`config.mk`:
```
export PLATFORM = sky130hd
export DESIGN_NAME = irq_slot_router
export DESIGN_NICKNAME = d
export VERILOG_FILES = /design/src/rtl/irq_route_pkg.sv /design/src/rtl/slot_line_map.sv /design/src/rtl/line_index_decode.sv /design/src/rtl/irq_trigger_core.sv /design/src/rtl/irq_slot_router.sv
export SDC_FILE = /design/constraint.sdc
export NUM_CORES = 1
export LEC_CHECK = 0
export BUFFER_PORTS_ARGS = -buffer_cell sky130_fd_sc_hd__buf_2
export CAP_MARGIN = 20
export CORE_ASPECT_RATIO = 2
export CORE_MARGIN = 3
export CORE_UTILIZATION = 30
export DETAILED_ROUTE_END_ITERATION = 8
export PLACE_DENSITY_LB_ADDON = 0.08
export SYNTH_ARGS = -nofsm -noshare
export SYNTH_HDL_FRONTEND = slang
export SYNTH_HIERARCHICAL = 1
export SYNTH_SLANG_ARGS = --single-unit
```
`constraint.sdc`:
```
create_clock -name clk -period 3.7 [get_ports clk]
set_input_delay 0.74 -clock clk [delete_from_list [all_inputs] [get_ports clk]]
set_output_delay 0.74 -clock clk [all_outputs]
set_load 0.01 [all_outputs]
```
`src/rtl/irq_route_pkg.sv`:
```
package irq_route_pkg;
   localparam int PIN_W = 2;   // INTA..INTD

   typedef enum logic {
      TRIG_LEVEL = 1'b0,
      TRIG_EDGE  = 1'b1
   } trig_mode_e;
endpackage

```
`src/rtl/slot_line_map.sv`:
```
module slot_line_map
   import irq_route_pkg::*;
#(
   parameter int SLOT_W      = 5,
   parameter int LINE_W      = 8,
   parameter int LINE_BASE   = 32,
   parameter int SB_SLOT     = 5,
   parameter int VGA_SLOT    = 6,
   parameter int NIC_SLOT    = 7,
   parameter int VGA_LINE    = 4,
   parameter int NIC_LINE    = 5,
   parameter int ADDIN_FIRST = 8,
   parameter int ADDIN_LAST  = 12,
   parameter int ADDIN_OFS   = 6
) (
   input  logic [SLOT_W-1:0] slot,
   input  logic [PIN_W-1:0]  pin,
   output logic [LINE_W-1:0] line
);
   localparam logic [LINE_W-1:0] BASE_L  = LINE_W'(LINE_BASE);
   localparam logic [LINE_W-1:0] VGA_L   = LINE_W'(LINE_BASE + VGA_LINE);
   localparam logic [LINE_W-1:0] NIC_L   = LINE_W'(LINE_BASE + NIC_LINE);
   localparam logic [LINE_W-1:0] ADD_L   = LINE_W'(LINE_BASE + ADDIN_OFS);
   localparam logic [LINE_W-1:0] FIRST_L = LINE_W'(ADDIN_FIRST);

   logic [LINE_W-1:0] slot_l;
   logic [LINE_W-1:0] pin_l;

   assign slot_l = LINE_W'(slot);
   assign pin_l  = LINE_W'(pin);   // two-bit pin is already pin mod 4

   always_comb begin
      if (slot == SLOT_W'(SB_SLOT))
         line = BASE_L + pin_l;
      else if (slot == SLOT_W'(VGA_SLOT))
         line = VGA_L;
      else if (slot == SLOT_W'(NIC_SLOT))
         line = NIC_L;
      else if (slot >= SLOT_W'(ADDIN_FIRST) && slot <= SLOT_W'(ADDIN_LAST))
         line = slot_l - FIRST_L + pin_l + ADD_L;
      else
         line = pin_l;
   end
endmodule

```
`src/rtl/line_index_decode.sv`:
```
module line_index_decode #(
   parameter int LINE_W    = 8,
   parameter int LINE_BASE = 32,
   parameter int NUM_LINES = 32,
   parameter int IDX_W     = 5
) (
   input  logic [LINE_W-1:0] line,
   output logic              hit,
   output logic [IDX_W-1:0]  idx
);
   localparam logic [LINE_W-1:0] LO_L = LINE_W'(LINE_BASE);
   localparam logic [LINE_W-1:0] HI_L = LINE_W'(LINE_BASE + NUM_LINES);

   logic [LINE_W-1:0] offs;

   assign offs = line - LO_L;
   assign hit  = (line >= LO_L) && (line < HI_L);
   assign idx  = offs[IDX_W-1:0];
endmodule

```
`src/rtl/irq_trigger_core.sv`:
```
module irq_trigger_core
   import irq_route_pkg::*;
#(
   parameter int NUM_LINES = 32,
   parameter int IDX_W     = 5
) (
   input  logic                 clk,
   input  logic                 rst_n,
   input  logic                 act,
   input  logic [IDX_W-1:0]     idx,
   input  logic                 level,
   input  logic [NUM_LINES-1:0] edge_cfg,
   input  logic [NUM_LINES-1:0] pol_cfg,
   output logic                 pulse_o,
   output logic                 level_o
);
   logic [NUM_LINES-1:0] seen;
   logic                 changed;
   trig_mode_e           mode;

   assign changed = act && (seen[idx] != level);
   assign mode    = edge_cfg[idx] ? TRIG_EDGE : TRIG_LEVEL;

   // one recorded level per internal line
   for (genvar i = 0; i < NUM_LINES; i++) begin : g_seen
      logic seen_q;
      always_ff @(posedge clk) begin
         if (!rst_n)
            seen_q <= 1'b0;
         else if (changed && idx == IDX_W'(i))
            seen_q <= level;
      end
      assign seen[i] = seen_q;
   end

   always_ff @(posedge clk) begin
      if (!rst_n) begin
         pulse_o <= 1'b0;
         level_o <= 1'b0;
      end else begin
         pulse_o <= changed && (mode == TRIG_EDGE);
         if (changed && mode == TRIG_LEVEL)
            level_o <= pol_cfg[idx];
      end
   end
endmodule

```
`src/rtl/irq_slot_router.sv`:
```
module irq_slot_router
   import irq_route_pkg::*;
#(
   parameter int SLOT_W    = 5,
   parameter int LINE_W    = 8,
   parameter int LINE_BASE = 32,
   parameter int NUM_LINES = 32
) (
   input  logic                 clk,
   input  logic                 rst_n,
   input  logic                 evt_valid,
   input  logic [SLOT_W-1:0]    evt_slot,
   input  logic [PIN_W-1:0]     evt_pin,
   input  logic                 evt_level,
   input  logic [NUM_LINES-1:0] edge_cfg,
   input  logic [NUM_LINES-1:0] pol_cfg,
   output logic                 cpu_irq
);
   localparam int IDX_W = $clog2(NUM_LINES);

   initial begin
      assert (NUM_LINES >= 2 && (1 << IDX_W) == NUM_LINES)
         else $error("NUM_LINES must be a power of two");
      assert (LINE_BASE + NUM_LINES < (1 << LINE_W))
         else $error("LINE_W too narrow for the line range");
      assert (SLOT_W >= 4) else $error("SLOT_W must cover slot 12");
   end

   logic [LINE_W-1:0] route_line;
   logic              route_hit;
   logic [IDX_W-1:0]  route_idx;
   logic              edge_pulse;
   logic              held_level;

   slot_line_map #(
      .SLOT_W(SLOT_W), .LINE_W(LINE_W), .LINE_BASE(LINE_BASE)
   ) u_map (
      .slot(evt_slot), .pin(evt_pin), .line(route_line)
   );

   line_index_decode #(
      .LINE_W(LINE_W), .LINE_BASE(LINE_BASE),
      .NUM_LINES(NUM_LINES), .IDX_W(IDX_W)
   ) u_dec (
      .line(route_line), .hit(route_hit), .idx(route_idx)
   );

   irq_trigger_core #(
      .NUM_LINES(NUM_LINES), .IDX_W(IDX_W)
   ) u_trig (
      .clk(clk), .rst_n(rst_n),
      .act(evt_valid && route_hit), .idx(route_idx), .level(evt_level),
      .edge_cfg(edge_cfg), .pol_cfg(pol_cfg),
      .pulse_o(edge_pulse), .level_o(held_level)
   );

   assign cpu_irq = held_level | edge_pulse;
endmodule

```
==> impl_metrics.json <==
{
  "outcome": "finished clean",
  "fillers": 1036,
  "fin_skew_ns": 0.00283,
  "fin_nets": 558,
  "grt_setup_unrepaired": "no",
  "synthesis.area_um2": 3100,
  "dr_wl_met2_um": 5400,
  "p_per_area_nw_per_um2": 310,
  "dr_wl_met3_um": 576,
  "placed_area_um2": 3720,
  "p_leak_nw": 1.64,
  "multi_input_area_um2": 2190,
  "die_area_um2": 11700,
  "hpwl_um": 7750,
  "diodes": 0,
  "seq_area_frac_synth": 0.219,
  "coreArea_um2": 9890,
  "clock_sinks": 34,
  "hold_depth": 2,
  "hp-start": "u_trig/level_o",
  "drt_wl_total_um": 9900,
  "switching_share": 0.317,
  "overflow": 0,
  "gp_congestion": 0.790,
  "synth.most_common_cell": "o21ai_0",
  "rr_worst_depth": 8,
  "whs_ns": 0.467,
  "vias": 3069,
  "cts-hold-fix-buffers": 0,
  "max-slew-margin-rel": 0.624,
  "clk_pin_slew_worst_paths_ns": 0.05,
  "setup_viol": 0,
  "yosys.area.top_type": "dfxtp_1",
  "cts-buffers-inserted": 5,
  "dieHeight_um": 150,
  "track_usage": 0.174,
  "hold_viol": 0,
  "ys_top_cells_by_area": "dfxtp_1, mux2i_1, o21ai_0",
  "synth.top_cell.area_share": 0.219,
  "ys_ff_latch": 34,
  "clkPwrFrac": 0.330,
  "min_to": "u_trig/level_o",
  "drt_first_iter_violations": 104,
  "routed.top_layer": "met4",
  "wl_met1_um": 3440,
  "critical_path_required_ns": 3.90,
  "ys_top_cells_by_count": "o21ai_0, nand2_1, mux2i_1, dfxtp_1, nor2_1",
  "final.min_clock_period_ns": 3.47,
  "cp_max_fo": 18,
  "seqPwrFrac": 0.309,
  "clk_latency_ns": 0.28,
  "synth_area_per_cell_um2": 7.97,
  "layout-drive-gt1-share": 0.290,
  "start_util": 0.314,
  "io_buffers": 75,
  "finalMaxSlewViolations": 0,
  "p_sw_mw": 0.381,
  "chipWidth_um": 77.9,
  "cts-htree-levels": 2,
  "dr.pass1.iters": 4,
  "comb_power_share": 0.360,
  "ant_nets": 0,
  "num_rows": 51,
  "intPower_mw": 0.819,
  "period_share": 0.939,
  "yosys_warnings": 6,
  "cts_max_path_buffers": 2,
  "yosysUniqueCellTypes": 46,
  "regArea_um2": 681,
  "postLayoutCellArea_um2": 3870,
  "clock-root-buffer": "clkbuf_16",
  "ir_drop_mv": 0.190,
  "synth_edf_count": 0,
  "grt_max_degree": 36,
  "cts_tree": "built",
  "end_kind": "flip-flop",
  "post_drt_wl_per_cell_um": 16.4,
  "holdCritPathClass": "flip-flop to flip-flop",
  "netlist_instances": 389,
  "arrival_ns": 3.67,
  "grt_pass1_vias": 3114,
  "vias_per_cell": 5.08,
  "ios": 76,
  "worst_setup_path_start_kind": "input pin",
  "cap_viol_max_count": 0,
  "grt_pass1_wl_um": 15600,
  "area_delta_synth_final_pct": 24.7,
  "synth_nets": 475,
  "worst_pin_slew_ns": 0.565,
  "reg2reg_slack_ns": 1.83,
  "r2r-end": "u_trig/g_seen[16].seen_q",
  "antenna_found_initial": 0,
  "max_freq_ghz": 0.288,
  "ys_async_sr_fraction": 0,
  "synthFlopType": "dfxtp_1",
  "r2r_start": "u_trig/g_seen[0].seen_q",
  "path_class": "input pin to flip-flop",
  "drc_errors": 0
}
-- critical path, stage by stage --
cell	delay, ns
buf_2	0.09
inv_1	0.04
ha_1	0.26
inv_1	0.04
ha_1	0.20
fa_1	0.50
inv_1	0.05
o21ai_2	0.18
buf_12	0.17
nor2b_1	0.28
a2bb2oi_1	0.17
nand4_1	0.13
nand4_2	0.17
buf_4	0.26
nor2_1	0.11
o21ai_0	0.08
a21boi_0	0.20
-- state kept, by name, summed over array words and instances, names as in the netlist --
signal	count
u_trig/level_o	1
u_trig/g_seen.seen_q	32
u_trig/pulse_o	1
-- area by class of cell --
type                    count  area share
clock buffers               7      0.0343
repair buffers            107       0.172
inverters                   8     0.00776
flip-flops and latches     34       0.176
multi-input cells         316       0.567
well taps                 132      0.0427
-- layout by cell type (no fill, tap or decap), types with 3 or more instances in the layout --
| cell | synthesis | routed |
|---|---|---|
| nand4_1 | 6 | 6 |
| nor2b_1 | 13 | 11 |
| nor3b_2 | 3 | 3 |
| and3_1 | 4 | 4 |
| buf_2 | 4 | 75 |
| inv_1 | 8 | 8 |
| ha_1 | 10 | 10 |
| mux2i_1 | 36 | 36 |
| buf_4 | 9 | 28 |
| and2_1 | 22 | 21 |
| o21ai_0 | 54 | 51 |
| buf_12 | 2 | 4 |
| dfxtp_1 | 34 | 34 |
| nand2b_1 | 4 | 4 |
| a21boi_0 | 15 | 15 |
| nand2_1 | 45 | 43 |
| clkbuf_16 | 0 | 5 |
| a21oi_1 | 21 | 21 |
| nand3_1 | 14 | 14 |
| mux4_2 | 7 | 7 |
| a22oi_1 | 8 | 8 |
| o211ai_1 | 3 | 3 |
| xnor2_1 | 3 | 3 |
| nor2_1 | 25 | 24 |
-- metrics by stage --
step / TNS, ns / utilization / cells / setup slack [ns] / total power [mW]
finish: 0 / 0.391 / 604 / 0.226 / 1.20
global route: 0 / 0.391 / 604 / 0.0145 / 1.27
CTS: 0 / 0.390 / 604 / 0.111 / 1.22
detailed placement: -2.29 / 0.377 / 597 / -0.175 / 0.812
global placement: -2.19 / 0.377 / 597 / -0.191 / 0.811
floorplan: 0 / - / 389 / 0.293 / 0.671
-- power by group through the flow --
| stage | combinational, mW | sequential (mW) | clock (mW) |
|---|---|---|---|
| after detailed placement | 0.433 | 0.379 | 0 |
| after floorplan | 0.293 | 0.378 | 0 |
| final | 0.432 | 0.371 | 0.396 |
| after CTS | 0.435 | 0.371 | 0.409 |
| after global routing | 0.473 | 0.371 | 0.423 |
| after global placement | 0.432 | 0.379 | 0 |
-- worst max-delay path by stage --
stage,endpoint,startpoint
final,u_trig/g_seen[16].seen_q,evt_slot[1]
after global routing,u_trig/g_seen[25].seen_q,evt_pin[1]
after CTS,u_trig/g_seen[22].seen_q,evt_slot[1]
after detailed placement,u_trig/g_seen[22].seen_q,evt_slot[1]
after global placement,u_trig/g_seen[14].seen_q,evt_slot[1]
after floorplan,u_trig/level_o,evt_slot[1]
-- layer usage --
metal  global-route usage  vias to the layer above
met4                0.110                        0
met5                    0                        -
met2                0.340                      106
met3               0.0277                       27
met1                0.161                     1399
li1                     -                     1537
-- logic make-up after synthesis --
kind of cell,Yosys count,share of synthesized area
xor gates and xnor gates,4,0.0113
adders and majority gates,11,0.0468
muxes,46,0.188
and+or+nand+nor,147,0.250
other,1,0.00121
DFF,34,0.219
AOI/OAI and AO/OA,107,0.201
buffers and inverters,39,0.0823
-- what timing repair did --
| action | in CTS | in global routing |
|---|---|---|
| endpoints found under the setup margin | 0 | 20 |
| buffers inserted | 0 | 0 |
| gates resized for setup | 0 | 6 |
Note: power is estimated with default switching activity, not from simulation.
